--- src/rtl/tmr_pkg.sv ---
package tmr_pkg;
  localparam logic [1:0] MODE_HWSIG = 2'b11;
  localparam logic [3:0] TRIG_PREV  = 4'h5;

  typedef struct packed {
    logic [7:0] presc;
    logic [3:0] trig;
    logic [1:0] mode;
    logic       en;
  } ctrl_t;

  // prescale divide factor, values below 2 act as 2
  function automatic logic [8:0] eff_div(input logic [7:0] p);
    return (p < 8'd2) ? 9'd2 : {1'b0, p};
  endfunction

  function automatic ctrl_t ctrl_from_word(input logic [31:0] w);
    ctrl_t c;
    c.presc = w[15:8];
    c.trig  = w[7:4];
    c.mode  = w[3:2];
    c.en    = w[0];
    return c;
  endfunction

  function automatic logic [31:0] ctrl_to_word(input ctrl_t c, input logic act);
    return {16'h0, c.presc, c.trig, c.mode, act, c.en};
  endfunction
endpackage

--- src/rtl/tmr_counter.sv ---
module tmr_counter
  import tmr_pkg::*;
#(
  parameter int CNT_W = 64
) (
  input  logic             clk,
  input  logic             rst_n,
  input  logic             ctrl_we,
  input  logic             lo_we,
  input  logic             hi_we,
  input  logic [31:0]      wdata,
  input  logic             prev_end,
  output ctrl_t            ctrl_q,
  output logic             active,
  output logic [CNT_W-1:0] count,
  output logic             end_evt
);
  localparam int HI_W = CNT_W - 32;

  ctrl_t            ctrl_n;
  logic [CNT_W-1:0] reload;
  logic [7:0]       pcnt;
  logic             en_rise, trig_hit, tick, load_evt;

  assign ctrl_n   = ctrl_we ? ctrl_from_word(wdata) : ctrl_q;
  assign en_rise  = ctrl_we && wdata[0] && !ctrl_q.en;
  assign trig_hit = (ctrl_n.mode == MODE_HWSIG) && (ctrl_n.trig == TRIG_PREV) && prev_end;
  assign load_evt = ctrl_n.en && ((en_rise && ctrl_n.mode != MODE_HWSIG) || trig_hit);
  assign tick     = active && ({1'b0, pcnt} == eff_div(ctrl_q.presc) - 9'd1);

  always_ff @(posedge clk) begin
    if (!rst_n) begin
      ctrl_q  <= '0;
      reload  <= '0;
      count   <= '0;
      pcnt    <= '0;
      active  <= 1'b0;
      end_evt <= 1'b0;
    end else begin
      if (ctrl_we) ctrl_q <= ctrl_n;
      if (lo_we) reload[31:0] <= wdata;
      if (hi_we) reload[CNT_W-1:32] <= wdata[HI_W-1:0];
      end_evt <= 1'b0;
      if (!ctrl_n.en) begin
        active <= 1'b0;
        pcnt   <= '0;
      end else if (load_evt) begin
        pcnt  <= '0;
        count <= reload;
        if (reload == '0) begin
          active  <= 1'b0;
          end_evt <= 1'b1;
        end else begin
          active <= 1'b1;
        end
      end else if (active) begin
        if (tick) begin
          pcnt  <= '0;
          count <= count - 1'b1;
          if (count == CNT_W'(1)) begin
            active  <= 1'b0;
            end_evt <= 1'b1;
          end
        end else begin
          pcnt <= pcnt + 8'd1;
        end
      end
    end
  end

  // an active counter never rests at zero
  p_active_nonzero_r6: assert property (@(posedge clk) disable iff (!rst_n)
    active |-> (count != '0));
  // an end pulse lasts a single cycle
  p_end_single_r6: assert property (@(posedge clk) disable iff (!rst_n)
    end_evt |=> !end_evt);
  // a disabled counter is never active
  p_disabled_idle_r10: assert property (@(posedge clk) disable iff (!rst_n)
    !ctrl_q.en |-> !active);
  // between loads the count moves by at most one step
  p_step_r4: assert property (@(posedge clk) disable iff (!rst_n)
    (active && $past(active) && !$past(load_evt)) |->
      ((count == $past(count)) || (count == $past(count) - 1'b1)));
  // a counter only becomes active through a load
  p_start_by_load_r8: assert property (@(posedge clk) disable iff (!rst_n)
    $rose(active) |-> $past(load_evt));
endmodule

--- src/rtl/tmr_wdog.sv ---
module tmr_wdog #(
  parameter int NCNT = 4
) (
  input  logic            clk,
  input  logic            rst_n,
  input  logic            sel_we,
  input  logic [NCNT-1:0] sel_wdata,
  input  logic [NCNT-1:0] end_vec,
  input  logic [NCNT-1:0] en_vec,
  output logic [NCNT-1:0] sel_q,
  output logic            expired
);
  logic fire;
  assign fire = |(sel_q & end_vec & en_vec);

  always_ff @(posedge clk) begin
    if (!rst_n) begin
      sel_q   <= '0;
      expired <= 1'b0;
    end else begin
      if (sel_we) sel_q <= sel_wdata;
      if (fire) expired <= 1'b1;
    end
  end

  // expiry is sticky
  p_expired_sticky_r11: assert property (@(posedge clk) disable iff (!rst_n)
    expired |=> expired);
  // expiry needs a selected, enabled counter ending
  p_expire_cause_r11: assert property (@(posedge clk) disable iff (!rst_n)
    $rose(expired) |-> $past(|(sel_q & end_vec & en_vec)));
endmodule

--- src/rtl/tmr_bank.sv ---
module tmr_bank
  import tmr_pkg::*;
#(
  parameter int NCNT   = 4,
  parameter int CNT_W  = 64,
  parameter int ADDR_W = 8
) (
  input  logic              clk,
  input  logic              rst_n,
  input  logic              wr_en,
  input  logic              rd_en,
  input  logic [ADDR_W-1:0] addr,
  input  logic [31:0]       wdata,
  output logic [31:0]       rdata,
  output logic [NCNT-1:0]   end_pulse,
  output logic              wdog_expired
);
  localparam int SLOT_W = ADDR_W - 4;
  localparam int HI_W   = CNT_W - 32;
  localparam logic [ADDR_W-1:0] SEL_ADDR = ADDR_W'(NCNT * 16);

  ctrl_t            ctrl_v [NCNT];
  logic [CNT_W-1:0] cnt_v  [NCNT];
  logic [HI_W-1:0]  hold_v [NCNT];
  logic [NCNT-1:0]  act_vec, en_vec, end_vec, prev_vec, sel_q;
  logic [SLOT_W-1:0] slot;
  logic [3:0]        off;

  assign slot      = addr[ADDR_W-1:4];
  assign off       = addr[3:0];
  assign prev_vec  = {end_vec[NCNT-2:0], 1'b0};
  assign end_pulse = end_vec;

  for (genvar i = 0; i < NCNT; i++) begin : g_cnt
    logic hit, rd_lo;
    assign hit       = (slot == SLOT_W'(i));
    assign rd_lo     = rd_en && hit && (off == 4'h4);
    assign en_vec[i] = ctrl_v[i].en;

    tmr_counter #(.CNT_W(CNT_W)) u_cnt (
      .clk      (clk),
      .rst_n    (rst_n),
      .ctrl_we  (wr_en && hit && (off == 4'h0)),
      .lo_we    (wr_en && hit && (off == 4'h4)),
      .hi_we    (wr_en && hit && (off == 4'h8)),
      .wdata    (wdata),
      .prev_end (prev_vec[i]),
      .ctrl_q   (ctrl_v[i]),
      .active   (act_vec[i]),
      .count    (cnt_v[i]),
      .end_evt  (end_vec[i])
    );

    always_ff @(posedge clk) begin
      if (!rst_n) hold_v[i] <= '0;
      else if (rd_lo) hold_v[i] <= cnt_v[i][CNT_W-1:32];
    end

    // the captured half matches the live high bits at the low read
    p_hold_coherent_r9: assert property (@(posedge clk) disable iff (!rst_n)
      rd_lo |=> (hold_v[i] == $past(cnt_v[i][CNT_W-1:32])));
  end

  tmr_wdog #(.NCNT(NCNT)) u_wdog (
    .clk       (clk),
    .rst_n     (rst_n),
    .sel_we    (wr_en && (addr == SEL_ADDR)),
    .sel_wdata (wdata[NCNT-1:0]),
    .end_vec   (end_vec),
    .en_vec    (en_vec),
    .sel_q     (sel_q),
    .expired   (wdog_expired)
  );

  always_comb begin
    rdata = '0;
    for (int i = 0; i < NCNT; i++) begin
      if (slot == SLOT_W'(i)) begin
        case (off)
          4'h0:    rdata = ctrl_to_word(ctrl_v[i], act_vec[i]);
          4'h4:    rdata = cnt_v[i][31:0];
          4'h8:    rdata = 32'(hold_v[i]);
          default: rdata = '0;
        endcase
      end
    end
    if (addr == SEL_ADDR) rdata = 32'(sel_q);
  end
endmodule

--- config.mk ---
export PLATFORM = sky130hd
export DESIGN_NAME = tmr_bank
export DESIGN_NICKNAME = d
export VERILOG_FILES = /design/src/rtl/tmr_pkg.sv /design/src/rtl/tmr_counter.sv /design/src/rtl/tmr_wdog.sv /design/src/rtl/tmr_bank.sv
export SDC_FILE = /design/constraint.sdc
export NUM_CORES = 2
export LEC_CHECK = 0
export BUFFER_PORTS_ARGS = -buffer_cell sky130_fd_sc_hd__buf_2
export CAP_MARGIN = 0
export CORE_ASPECT_RATIO = 1.1
export CORE_MARGIN = 1
export CORE_UTILIZATION = 30
export CTS_CLUSTER_SIZE = 10
export DETAILED_ROUTE_END_ITERATION = 8
export PLACE_DENSITY = 0.45
export SKIP_CTS_REPAIR_TIMING = 1
export SLEW_MARGIN = 40
export SYNTH_ARGS = -nofsm -noshare
export SYNTH_HDL_FRONTEND = slang
export SYNTH_SLANG_ARGS = --single-unit
--- constraint.sdc ---
create_clock -name clk -period 10.6 [get_ports clk]
set_input_delay 1.06 -clock clk [delete_from_list [all_inputs] [get_ports clk]]
set_output_delay 1.06 -clock clk [all_outputs]
set_load 0.05 [all_outputs]
==> run summary <==
Final routed wire length divided by cell count -> 28.4 um
Placement Cell Area -> 38700 um^2
Class of the tightest hold or removal check -> flop to flop
Post-synthesis cell count -> 4506
Category of the most critical setup path -> input pin to output pin
Kind of end point of the critical path -> output pin
Vias per cell -> 5.84
Ratio of final minimum period to clock period -> 54.3%
Count of standard-cell rows -> 134
Port bufs -> 80
Library cell occupying the most area in the post-synthesis netlist -> sky130_fd_sc_hd__dfxtp_1
H-tree levels -> 3
Max Fclk -> 0.174 GHz
Synth Net Count -> 4566
Outcome -> completed
Highest-count cells in the layout ignoring fill and taps -> sky130_fd_sc_hd__nand2_1, sky130_fd_sc_hd__dfxtp_1, sky130_fd_sc_hd__a21oi_1
Setup crit start kind -> input pin
Crit path buf inv count -> 4
Slowest cell on crit path -> sky130_fd_sc_hd__buf_4
Worst-case clock buffer depth -> 3
Critical Path Start -> addr[1]
Dominant cells by area after synthesis -> sky130_fd_sc_hd__dfxtp_1, sky130_fd_sc_hd__edfxtp_1, sky130_fd_sc_hd__nand2_1, sky130_fd_sc_hd__a21oi_1, sky130_fd_sc_hd__clkbuf_1
Worst vdd ir -> 0.000114 V
Count of state elements after synthesis -> 745
Overall routed net length -> 174 mm
Capture point of the worst reg-to-reg path -> g_cnt[3].u_cnt.count[18]
Maximum number of pins on one net before global-route repair -> 163
Cell chosen for the clock root -> sky130_fd_sc_hd__clkbuf_16
Net count, final -> 4480
Main flop type after synthesis -> sky130_fd_sc_hd__dfxtp_1
Initial antenna violation count -> 19
Count of flip-flops with a built-in enable after synthesis -> 128
Area inside the core boundary -> 121000 um^2
Final min period -> 5.75 ns
Critical path data required time -> 9.54 ns
Area of the multi-input gates -> 19200 um^2
Die X-Extent -> 335 um
Synth top area share -> 33.7%
Reg area -> 16200 um^2
Logic depth of the worst setup path including buffers -> 11
Lkg Pwr -> 14.3 nW
Number of cells on the worst reg-to-reg path -> 12
Clock skew -> 0.0404 ns
Post-route cell area -> 41600 um^2
Seq/Total Area, Yosys -> 44.2%
Max-cap violations -> 0
Critical hold path startpoint -> g_cnt[2].u_cnt.reload[39]
CP Cell Sequence -> buf_2 -> nor4b_2 -> buf_4 -> buf_4 -> a222oi_1 -> nor2_1 -> nor2_1 -> a21oi_1 -> o21ai_0 -> a221oi_1 -> buf_2
Final Max Tran Viols -> 0
Inserted Clock Buffers -> 92
PwrDens -> 151 nW/um^2
Routed Antenna Nets -> 0
Count of final setup violators -> 0
Unrepaired setup endpoints after global routing -> no
Number of sinks driven by the clock tree -> 745
Share of flip-flops with an asynchronous set or reset -> 0%
Final-layout fill cell count -> 12800
Die area -> 124000 um^2
Pre-antenna DRT Iters -> 7
Insertion delay of the later-clocked pin in the worst-skew pair -> 0.69 ns
Total DRC errors in the routed layout -> 0
HPWL reported at the end of detailed placement -> 118 mm
Gr ovfl total -> 0
Number of design-rule violations left by the first detailed-router iteration -> 4501
Placer congestion estimate -> 0.953
Layout cells sized above 1 -> 9.32%
CTS tree -> built
Total global routing track utilization -> 27.5%
Hold Crit Depth -> 2
Fin. Hold Viols -> 0
Worst reg2reg path startpoint -> g_cnt[3].u_cnt.ctrl_q[10]
Unique masters post-synth -> 96
Worst setup slack for register-to-register paths -> 5.78 ns
Category of cells accounting for the largest share of critical-path delay -> buffers and inverters
Slowest Stage Delay on Critical Path -> 0.78 ns
Actual transition at the worst max-transition pin -> 0.915 ns
Worst Setup EP -> rdata[12]
First-pass GRT wire length -> 249 mm
Post-Syn Area -> 36600 um^2
Critical path fanouts, max -> 72
Post-CTS clock slew at the launch and capture registers of the worst setup and hold paths -> 0.06 ns
Post-Syn Area per Cell -> 8.13 um^2
Max-slew headroom -> 39.0%
Endpoint arrival time on the critical path -> 4.69 ns
Die boundary height -> 369 um
Cell count after placement -> 5957
Total of warnings raised by yosys -> 0
Total number of vias -> 35700
Most common cell after layout, fill and taps aside -> sky130_fd_sc_hd__nand2_1
Signed area change from the synthesized netlist to the final layout -> 13.7%
Non-filler instance count after layout -> 6122
Top-Level Pins -> 81
Number of global-route vias before repair -> 33100
Final-layout setup total negative slack -> 0 ns
Initial core utilization -> 30.2%
==> worst min-delay path: stages, from the launching register on <==
cell and delay [ns]:
sky130_fd_sc_hd__dfxtp_1 0.32, sky130_fd_sc_hd__nand2_1 0.05, sky130_fd_sc_hd__o21ai_1 0.05
==> metal layers <==
layer	vias to the layer above	global-route usage (%)	routed length, um
li1	16200	-	-
met1	17600	36.9	73800
met2	1629	43.1	78100
met3	315	4.10	13600
met4	6	13.1	8480
met5	-	0	45
==> layout make-up <==
class	count	share of cell area (%)
multi-input cells	3380	46.1
clock inverters	14	0.487
well taps	1632	4.90
clock buffers	147	6.46
repair buffers	169	2.84
diodes	3	0.0180
inverters	32	0.306
flip-flops and latches	745	38.9
==> registers in the layout (all words and copies together) (netlist names) <==
signal	flops
g_cnt.u_cnt.ctrl_q	60
hold_v	128
u_wdog.sel_q	4
g_cnt.u_cnt.end_evt	4
g_cnt.u_cnt.reload	256
u_wdog.expired	1
g_cnt.u_cnt.count	256
g_cnt.u_cnt.pcnt	32
g_cnt.u_cnt.active	4
==> synth_stat cells, drive strengths merged, types with 10 or more instances <==
| master | n |
|---|---|
| nand2 | 854 |
| dfxtp | 617 |
| a21oi | 528 |
| clkbuf | 301 |
| nor2 | 279 |
| o21ai | 216 |
| nor4 | 156 |
| nor3 | 135 |
| and2 | 131 |
| edfxtp | 128 |
| nand3 | 128 |
| a22oi | 95 |
| xnor2 | 74 |
| xor2 | 68 |
| nand4 | 61 |
| or3 | 57 |
| buf | 48 |
| o211ai | 48 |
| a221oi | 39 |
| or4 | 39 |
| a31oi | 37 |
| inv | 31 |
| a222oi | 30 |
| or2 | 28 |
| and3 | 24 |
| o31ai | 24 |
| mux2i | 22 |
| o22ai | 20 |
| a211oi | 19 |
| nand4b | 17 |
| o221ai | 17 |
| ha | 16 |
| nand2b | 15 |
| nand3b | 15 |
| o22a | 15 |
| a32oi | 12 |
| nor4b | 12 |
| o311ai | 12 |
| a21o | 10 |
==> worst min-delay path by stage <==
| stage | to |
|---|---|
| final | g_cnt[2].u_cnt.count[39] |
| after global routing | g_cnt[0].u_cnt.ctrl_q[5] |
| after CTS | g_cnt[2].u_cnt.count[39] |
| after detailed placement | g_cnt[2].u_cnt.count[39] |
| after global placement | g_cnt[0].u_cnt.ctrl_q[2] |
| after floorplan | g_cnt[0].u_cnt.ctrl_q[1] |
==> metrics by stage <==
stage                     hold WS (ns)  total power, mW  util, %  worst slack (ns)
after floorplan                  0.436             3.07        -              5.00
after global placement           0.452             3.22     31.8              5.02
after detailed placement         0.460             3.22     31.9              4.92
after CTS                        0.463             6.33     34.3              4.92
after global routing             0.480             6.45     34.4              4.76
final                            0.459             6.29     34.4              4.85
==> power breakdown <==
group          internal [mW]  switching, mW  leakage (nW)
logic                 0.0399          0.211          6.57
clock network           1.82           1.31          1.41
registers               2.89         0.0130          6.29
==> cell families (layout without fill, tap and decap cells) <==
kind of cell	count (synthesis)	in the layout	synth area share, %
adder cells (fa/ha/maj)	16	16	0.546
AO/OA/AOI/OAI	1211	1211	20.5
XOR/XNOR	142	142	3.39
flip-flops	745	745	44.2
multiplexers	30	30	0.847
other	0	3	0
AND/OR/NAND/NOR	1981	1981	26.3
buffers and inverters	381	362	4.15
No activity file was read; power rests on OpenSTA's default activity.
